[src/rtl/lpc_pwr_pkg.sv]
package lpc_pwr_pkg;

  typedef enum logic [1:0] {
    PS_ACTIVE   = 2'd0,
    PS_STBY_PD  = 2'd1,
    PS_STBY_CMD = 2'd2,
    PS_RESET    = 2'd3
  } pwr_state_e;

  typedef struct packed {
    logic rst_qual;   // host reset low long enough
    logic rst_rise;   // host reset released
    logic pd_fall;    // power-down requested
    logic frame_fall; // frame started
    logic cmd;        // standby command strobe
    logic aux_ok;     // auxiliary power present
  } pwr_ev_t;

  // cycles of clk covering min_ns, rounded up
  function automatic int unsigned min_cycles(input int unsigned clk_khz,
                                             input int unsigned min_ns);
    return (clk_khz * min_ns + 999999) / 1000000;
  endfunction

  function automatic pwr_state_e next_state(input pwr_state_e s, input pwr_ev_t ev);
    pwr_state_e n;
    n = s;
    case (s)
      PS_RESET:    if (ev.rst_rise) n = PS_ACTIVE;
      PS_ACTIVE: begin
        if (ev.rst_qual)                 n = PS_RESET;
        else if (ev.pd_fall && ev.aux_ok) n = PS_STBY_PD;
        else if (ev.cmd)                  n = PS_STBY_CMD;
      end
      PS_STBY_CMD: begin
        if (ev.rst_qual)        n = PS_RESET;
        else if (ev.frame_fall) n = PS_ACTIVE;
      end
      PS_STBY_PD:  if (ev.rst_rise) n = PS_ACTIVE;
      default:     n = PS_RESET;
    endcase
    return n;
  endfunction

  function automatic logic is_wake(input pwr_state_e s, input pwr_state_e n);
    return ((s == PS_STBY_PD) || (s == PS_STBY_CMD)) && (n == PS_ACTIVE);
  endfunction

  function automatic logic is_rst_entry(input pwr_state_e s, input pwr_state_e n);
    return (s != PS_RESET) && (n == PS_RESET);
  endfunction

endpackage

[src/rtl/lpc_pwr_sync.sv]
module lpc_pwr_sync #(
  parameter int          W       = 3,
  parameter logic [W-1:0] RST_VAL = '1
) (
  input  logic         clk,
  input  logic         por_n,
  input  logic [W-1:0] async_in,
  output logic [W-1:0] lvl,
  output logic [W-1:0] rise,
  output logic [W-1:0] fall
);

  logic [W-1:0] stg1;
  logic [W-1:0] stg2;
  logic [W-1:0] prev;

  for (genvar i = 0; i < W; i++) begin : g_bit
    always_ff @(posedge clk or negedge por_n) begin
      if (!por_n) begin
        stg1[i] <= RST_VAL[i];
        stg2[i] <= RST_VAL[i];
        prev[i] <= RST_VAL[i];
      end else begin
        stg1[i] <= async_in[i];
        stg2[i] <= stg1[i];
        prev[i] <= stg2[i];
      end
    end

    assign lvl[i]  = stg2[i];
    assign rise[i] = stg2[i] & ~prev[i];
    assign fall[i] = ~stg2[i] & prev[i];

    AST_RISE_SINGLE: assert property (@(posedge clk) disable iff (!por_n)
      rise[i] |=> !rise[i]);
    AST_FALL_SINGLE: assert property (@(posedge clk) disable iff (!por_n)
      fall[i] |=> !fall[i]);
  end

endmodule

[src/rtl/lpc_pwr_rstq.sv]
module lpc_pwr_rstq #(
  parameter int unsigned MIN_CYC = 33
) (
  input  logic clk,
  input  logic por_n,
  input  logic lvl_n,
  output logic qual
);

  localparam int unsigned CW = $clog2(MIN_CYC + 1);
  localparam logic [CW-1:0] LAST = CW'(MIN_CYC - 1);
  localparam logic [CW-1:0] TOP  = CW'(MIN_CYC);

  logic [CW-1:0] low_cnt;

  always_ff @(posedge clk or negedge por_n) begin
    if (!por_n)             low_cnt <= '0;
    else if (lvl_n)         low_cnt <= '0;
    else if (low_cnt < TOP) low_cnt <= low_cnt + 1'b1;
  end

  assign qual = !lvl_n && (low_cnt == LAST);

  AST_QUAL_NEEDS_LOW: assert property (@(posedge clk) disable iff (!por_n)
    qual |-> !lvl_n && $past(!lvl_n));
  AST_QUAL_ONCE: assert property (@(posedge clk) disable iff (!por_n)
    qual |=> !qual);

endmodule

[src/rtl/lpc_pwr_fsm.sv]
module lpc_pwr_fsm
  import lpc_pwr_pkg::*;
(
  input  logic       clk,
  input  logic       por_n,
  input  pwr_ev_t    ev,
  input  logic       ack,
  output pwr_state_e state,
  output logic       wake_irq,
  output logic       buf_clear
);

  pwr_state_e nxt;
  logic       wake_ev;
  logic       rst_entry;

  always_comb begin
    nxt       = next_state(state, ev);
    wake_ev   = is_wake(state, nxt);
    rst_entry = is_rst_entry(state, nxt);
  end

  always_ff @(posedge clk or negedge por_n) begin
    if (!por_n) begin
      state     <= PS_RESET;
      wake_irq  <= 1'b0;
      buf_clear <= 1'b0;
    end else begin
      state     <= nxt;
      buf_clear <= rst_entry;
      if (rst_entry)    wake_irq <= 1'b0;
      else if (wake_ev) wake_irq <= 1'b1;
      else if (ack)     wake_irq <= 1'b0;
    end
  end

  AST_RST_WINS: assert property (@(posedge clk) disable iff (!por_n)
    ev.rst_qual && (state == PS_ACTIVE || state == PS_STBY_CMD)
      |=> state == PS_RESET && buf_clear && !wake_irq);
  AST_BUFCLR_PULSE: assert property (@(posedge clk) disable iff (!por_n)
    buf_clear |=> !buf_clear);
  AST_PD_KEEP: assert property (@(posedge clk) disable iff (!por_n)
    state == PS_STBY_PD && !ev.rst_rise |=> state == PS_STBY_PD && !buf_clear);
  AST_PD_WAKE: assert property (@(posedge clk) disable iff (!por_n)
    state == PS_STBY_PD && ev.rst_rise |=> state == PS_ACTIVE && wake_irq);
  AST_CMD_WAKE: assert property (@(posedge clk) disable iff (!por_n)
    state == PS_STBY_CMD && ev.frame_fall && !ev.rst_qual
      |=> state == PS_ACTIVE && wake_irq);
  AST_CMD_IGNORED: assert property (@(posedge clk) disable iff (!por_n)
    state != PS_ACTIVE && ev.cmd && !ev.frame_fall && !ev.rst_rise && !ev.rst_qual
      |=> $stable(state));
  AST_IRQ_HELD: assert property (@(posedge clk) disable iff (!por_n)
    wake_irq && !ack |=> wake_irq || state == PS_RESET);
  AST_PD_OVER_CMD: assert property (@(posedge clk) disable iff (!por_n)
    state == PS_ACTIVE && !ev.rst_qual && ev.pd_fall && ev.aux_ok && ev.cmd
      |=> state == PS_STBY_PD);

endmodule

[src/rtl/lpc_pwr_ctrl.sv]
module lpc_pwr_ctrl
  import lpc_pwr_pkg::*;
#(
  parameter int unsigned CLK_KHZ    = 33000,
  parameter int unsigned RST_MIN_NS = 1000
) (
  input  logic clk,
  input  logic por_n,
  input  logic host_rst_n,
  input  logic host_pd_n,
  input  logic host_frame_n,
  input  logic aux_ok,
  input  logic stby_cmd,
  input  logic wake_ack,
  output logic dev_rst,
  output logic buf_clear,
  output logic standby,
  output logic wake_irq
);

  localparam int unsigned RST_MIN_CYC = min_cycles(CLK_KHZ, RST_MIN_NS);
  localparam int          NLINE       = 3;
  localparam int          IX_RST      = 0;
  localparam int          IX_PD       = 1;
  localparam int          IX_FRM      = 2;
  // reset line assumed asserted at power-on, others idle high
  localparam logic [NLINE-1:0] SYNC_RST = 3'b110;

  logic [NLINE-1:0] line_lvl;
  logic [NLINE-1:0] line_rise;
  logic [NLINE-1:0] line_fall;

  // named internal events
  logic       ev_rst_qual;
  logic       ev_rst_rise;
  logic       ev_pd_fall;
  logic       ev_frame_fall;
  pwr_ev_t    ev;
  pwr_state_e state;

  lpc_pwr_sync #(.W(NLINE), .RST_VAL(SYNC_RST)) u_sync (
    .clk      (clk),
    .por_n    (por_n),
    .async_in ({host_frame_n, host_pd_n, host_rst_n}),
    .lvl      (line_lvl),
    .rise     (line_rise),
    .fall     (line_fall)
  );

  lpc_pwr_rstq #(.MIN_CYC(RST_MIN_CYC)) u_rstq (
    .clk   (clk),
    .por_n (por_n),
    .lvl_n (line_lvl[IX_RST]),
    .qual  (ev_rst_qual)
  );

  assign ev_rst_rise   = line_rise[IX_RST];
  assign ev_pd_fall    = line_fall[IX_PD];
  assign ev_frame_fall = line_fall[IX_FRM];

  always_comb begin
    ev.rst_qual   = ev_rst_qual;
    ev.rst_rise   = ev_rst_rise;
    ev.pd_fall    = ev_pd_fall;
    ev.frame_fall = ev_frame_fall;
    ev.cmd        = stby_cmd;
    ev.aux_ok     = aux_ok;
  end

  lpc_pwr_fsm u_fsm (
    .clk       (clk),
    .por_n     (por_n),
    .ev        (ev),
    .ack       (wake_ack),
    .state     (state),
    .wake_irq  (wake_irq),
    .buf_clear (buf_clear)
  );

  assign dev_rst = (state == PS_RESET);
  assign standby = (state == PS_STBY_PD) || (state == PS_STBY_CMD);

  AST_BUFCLR_IN_RST: assert property (@(posedge clk) disable iff (!por_n)
    buf_clear |-> dev_rst);
  AST_CMD_ENTRY: assert property (@(posedge clk) disable iff (!por_n)
    state == PS_ACTIVE && stby_cmd && !ev_rst_qual && !(ev_pd_fall && aux_ok)
      |=> standby && !dev_rst && !buf_clear);
  AST_NOAUX_STAY: assert property (@(posedge clk) disable iff (!por_n)
    state == PS_ACTIVE && ev_pd_fall && !aux_ok && !stby_cmd && !ev_rst_qual
      |=> !standby && !dev_rst);

endmodule

[config.mk]
export PLATFORM = sky130hd
export DESIGN_NAME = lpc_pwr_ctrl
export DESIGN_NICKNAME = d
export VERILOG_FILES = /design/src/rtl/lpc_pwr_pkg.sv /design/src/rtl/lpc_pwr_sync.sv /design/src/rtl/lpc_pwr_rstq.sv /design/src/rtl/lpc_pwr_fsm.sv /design/src/rtl/lpc_pwr_ctrl.sv
export SDC_FILE = /design/constraint.sdc
export NUM_CORES = 1
export LEC_CHECK = 0
export BUFFER_PORTS_ARGS = -buffer_cell sky130_fd_sc_hd__buf_2
export CORE_AREA = 3 3 63 65
export CTS_BUF_LIST = sky130_fd_sc_hd__clkbuf_8
export DETAILED_ROUTE_END_ITERATION = 7
export DIE_AREA = 0 0 66 68
export MAX_ROUTING_LAYER = met4
export SYNTH_ARGS = -nofsm -noshare
export SYNTH_HDL_FRONTEND = slang
export SYNTH_SLANG_ARGS = --single-unit
[constraint.sdc]
create_clock -name clk -period 3.55 [get_ports clk]
set_clock_uncertainty 0.1 [all_clocks]
set_input_delay 0.8875 -clock clk [delete_from_list [all_inputs] [get_ports clk]]
set_output_delay 0.8875 -clock clk [all_outputs]
set_load 0.01 [all_outputs]
==> results.md <==
- Die Span X: 66 microns
- Max Slew Vio Count: 0
- R2R setup slack: 1.55 ns
- Fraction of the cycle the final worst path needs: 0.667
- Met1 usage: 0.0946
- Worst Path Required: 2.56 ns
- CP startpoint kind: register
- Pwr per Cell Area: 626 nW/um^2
- Final hold viol count: 0
- Max cap viols: 0
- Post-layout power: 624 uW
- Ys Warns: 0
- Ports: 12
- Initial Util: 0.249
- Total global-route track usage: 0.0758
- Global route hottest layer: met2
- Crit Path Max Fanout: 4
- ANT cells: 0
- Largest net degree at the start of global routing: 20
- Kind of critical path: register to output pin
- 1st-pass router iterations: 4
- Setup violators final: 0
- TritonCTS buffer count: 3
- Final nets: 102
- Grt ovf: 0
- Antenna viol nets, final: 0
- Area of the core: 3390 sq um
- WL per Instance: 11.4 microns
- GPL Wtd Cong: 0.808
- # rows: 21
- Leak: 0.461 nW
- Post-route minimum period: 2.37 ns
- Final non-filler cell total: 132
- RSZ-0062 raised after global routing: false
- Clock net sink count: 19
- Initial DRC count: 39
- CP endpoint kind: output pin
- Clk_lat worst skew: 0.25 ns
- GR Util met2: 0.108
- Synth cell types: 24
- CTS tree: done
- Share of cells above drive strength 1: 0.291
- I/O Buffers: 11
- Yosys reg bits: 19
- Mean Syn Cell Area: 11.7 sq um
- Post-DP HPWL: 1130 microns
- Fin Hold WS: 0.257 ns
- CP arrival: 1.38 ns
- CTS clk-pin slew, worst paths: 0.07 ns
- Detailed-route DRC error count: 0
- Placed cell count: 128
- CTS Buffer Depth: 2
- Setup TNS: 0 ns
- H-tree levels: 1
- Postcts setup bufs: 0
- Worst relative slew slack: 0.619
- First-pass GRT wire length: 2570 microns
- Slew @ Worst Pin: 0.566 ns
- Register area share after synthesis: 0.576
- Die height: 68 microns
- Initial antenna violation count: 0
- Met3 Track Usage GR: 0.0345
- Hold WC Path Type: register to register
- Die footprint: 4490 sq um
- Post-Syn Area: 843 sq um
- Final wirelength: 1510 microns
- Number of global-route vias before repair: 595
- CTS root buffer: clkbuf_8
- Mapped Nets: 87
- Post-CTS sizing: 0
- Worst vdd ir: 0.000251 V
- Hold_buf cts: 0
- Post-synthesis cell count: 72
- Area Overhead vs Synth: 18.2%
- Via Count: 569
- Outcome: finished clean
- Drt via density: 4.31
- FMAX: 423 MHz
==> sequential cells by signal, indices dropped and copies added (netlist names) <==
register,count
u_sync.lvl,3
u_fsm.buf_clear,1
u_sync.stg1,3
u_sync.prev,3
u_fsm.wake_irq,1
u_fsm.state,2
u_rstq.low_cnt,6
==> where the power goes <==
part	switching [mW]	total [mW]	internal [mW]
sequential	0.0226	0.279	0.256
combinational	0.120	0.201	0.0804
clock	0.0668	0.145	0.0778
==> layer usage <==
metal,vias to the layer above,share of wire
li1,275,-
met5,-,0
met4,0,0.0066
met1,268,0.47
met3,2,0.074
met2,24,0.45
==> Yosys cell counts, drive strengths merged <==
cell type / number / share of area
nor2b: 1 / 0.0074
a31oi: 2 / 0.015
nor2: 9 / 0.040
a221oi: 2 / 0.021
nand3b: 2 / 0.018
or3: 1 / 0.013
clkbuf: 1 / 0.0059
nand2: 3 / 0.013
o311ai: 1 / 0.010
dfstp: 8 / 0.25
xnor2: 1 / 0.010
o22ai: 2 / 0.015
o21ai: 3 / 0.018
ha: 7 / 0.10
dfrtp: 11 / 0.33
o2111a: 1 / 0.013
a22oi: 1 / 0.0089
nand4b: 1 / 0.010
a21oi: 2 / 0.012
and3: 1 / 0.0089
and3b: 1 / 0.010
inv: 7 / 0.031
or2: 1 / 0.0074
xor2: 3 / 0.031
==> metrics by stage <==
stage                     utilization  setup WS [ns]  instance area, sq um
final                           0.294           1.18                   997
after floorplan                     -           1.63                   843
after global routing            0.294           1.15                   997
after detailed placement        0.281           1.46                   951
after global placement          0.281           1.52                   951
after CTS                       0.294           1.18                   997
==> cell usage in the layout (no fill, tap or decap), drive strengths merged, types with 2 or more instances in the layout <==
cell type,n
a221oi,2
dfstp,8
ha,7
nand3b,2
a21oi,2
xor2,3
a31oi,2
clkbuf,3
nor2,9
o22ai,2
dfrtp,11
o21ai,3
inv,7
nand2,3
buf,11
==> worst max-delay path: stages, from the launching register on <==
cell and delay, ns:
dfstp_2 0.56, inv_1 0.09, ha_1 0.33, buf_2 0.15
==> area by class of cell <==
cell class	count	area [sq um]
multi-input combinational	45	327
clock inverter	1	5.00
tap	46	57.6
inverter	7	26.3
sequential	19	485
timing repair buffer	11	55.1
clock buffer	3	41.3
fill	352	2390
==> cells by family after synthesis <==
family                     after synthesis  synth area share
DFF                                     19             0.576
AOI/OAI and AO/OA                       14             0.113
xor gates and xnor gates                 4            0.0416
and+or+nand+nor                         20             0.129
adders and majority gates                7             0.104
buffers and inverters                    8            0.0371
==> final timing paths <==
kind	startpoint	to	cells after the start
worst max-delay path	u_fsm.state[0]	standby	3
worst min-delay path	u_sync.stg1[0]	u_sync.lvl[0]	0
worst max register to register	u_fsm.state[1]	u_fsm.wake_irq	7
worst min register to register	u_sync.stg1[0]	u_sync.lvl[0]	0
max in group asynchronous	por_n	u_fsm.state[0]	1
min in group asynchronous	por_n	u_rstq.low_cnt[0]	1
No activity file was read; power rests on OpenSTA's default activity.
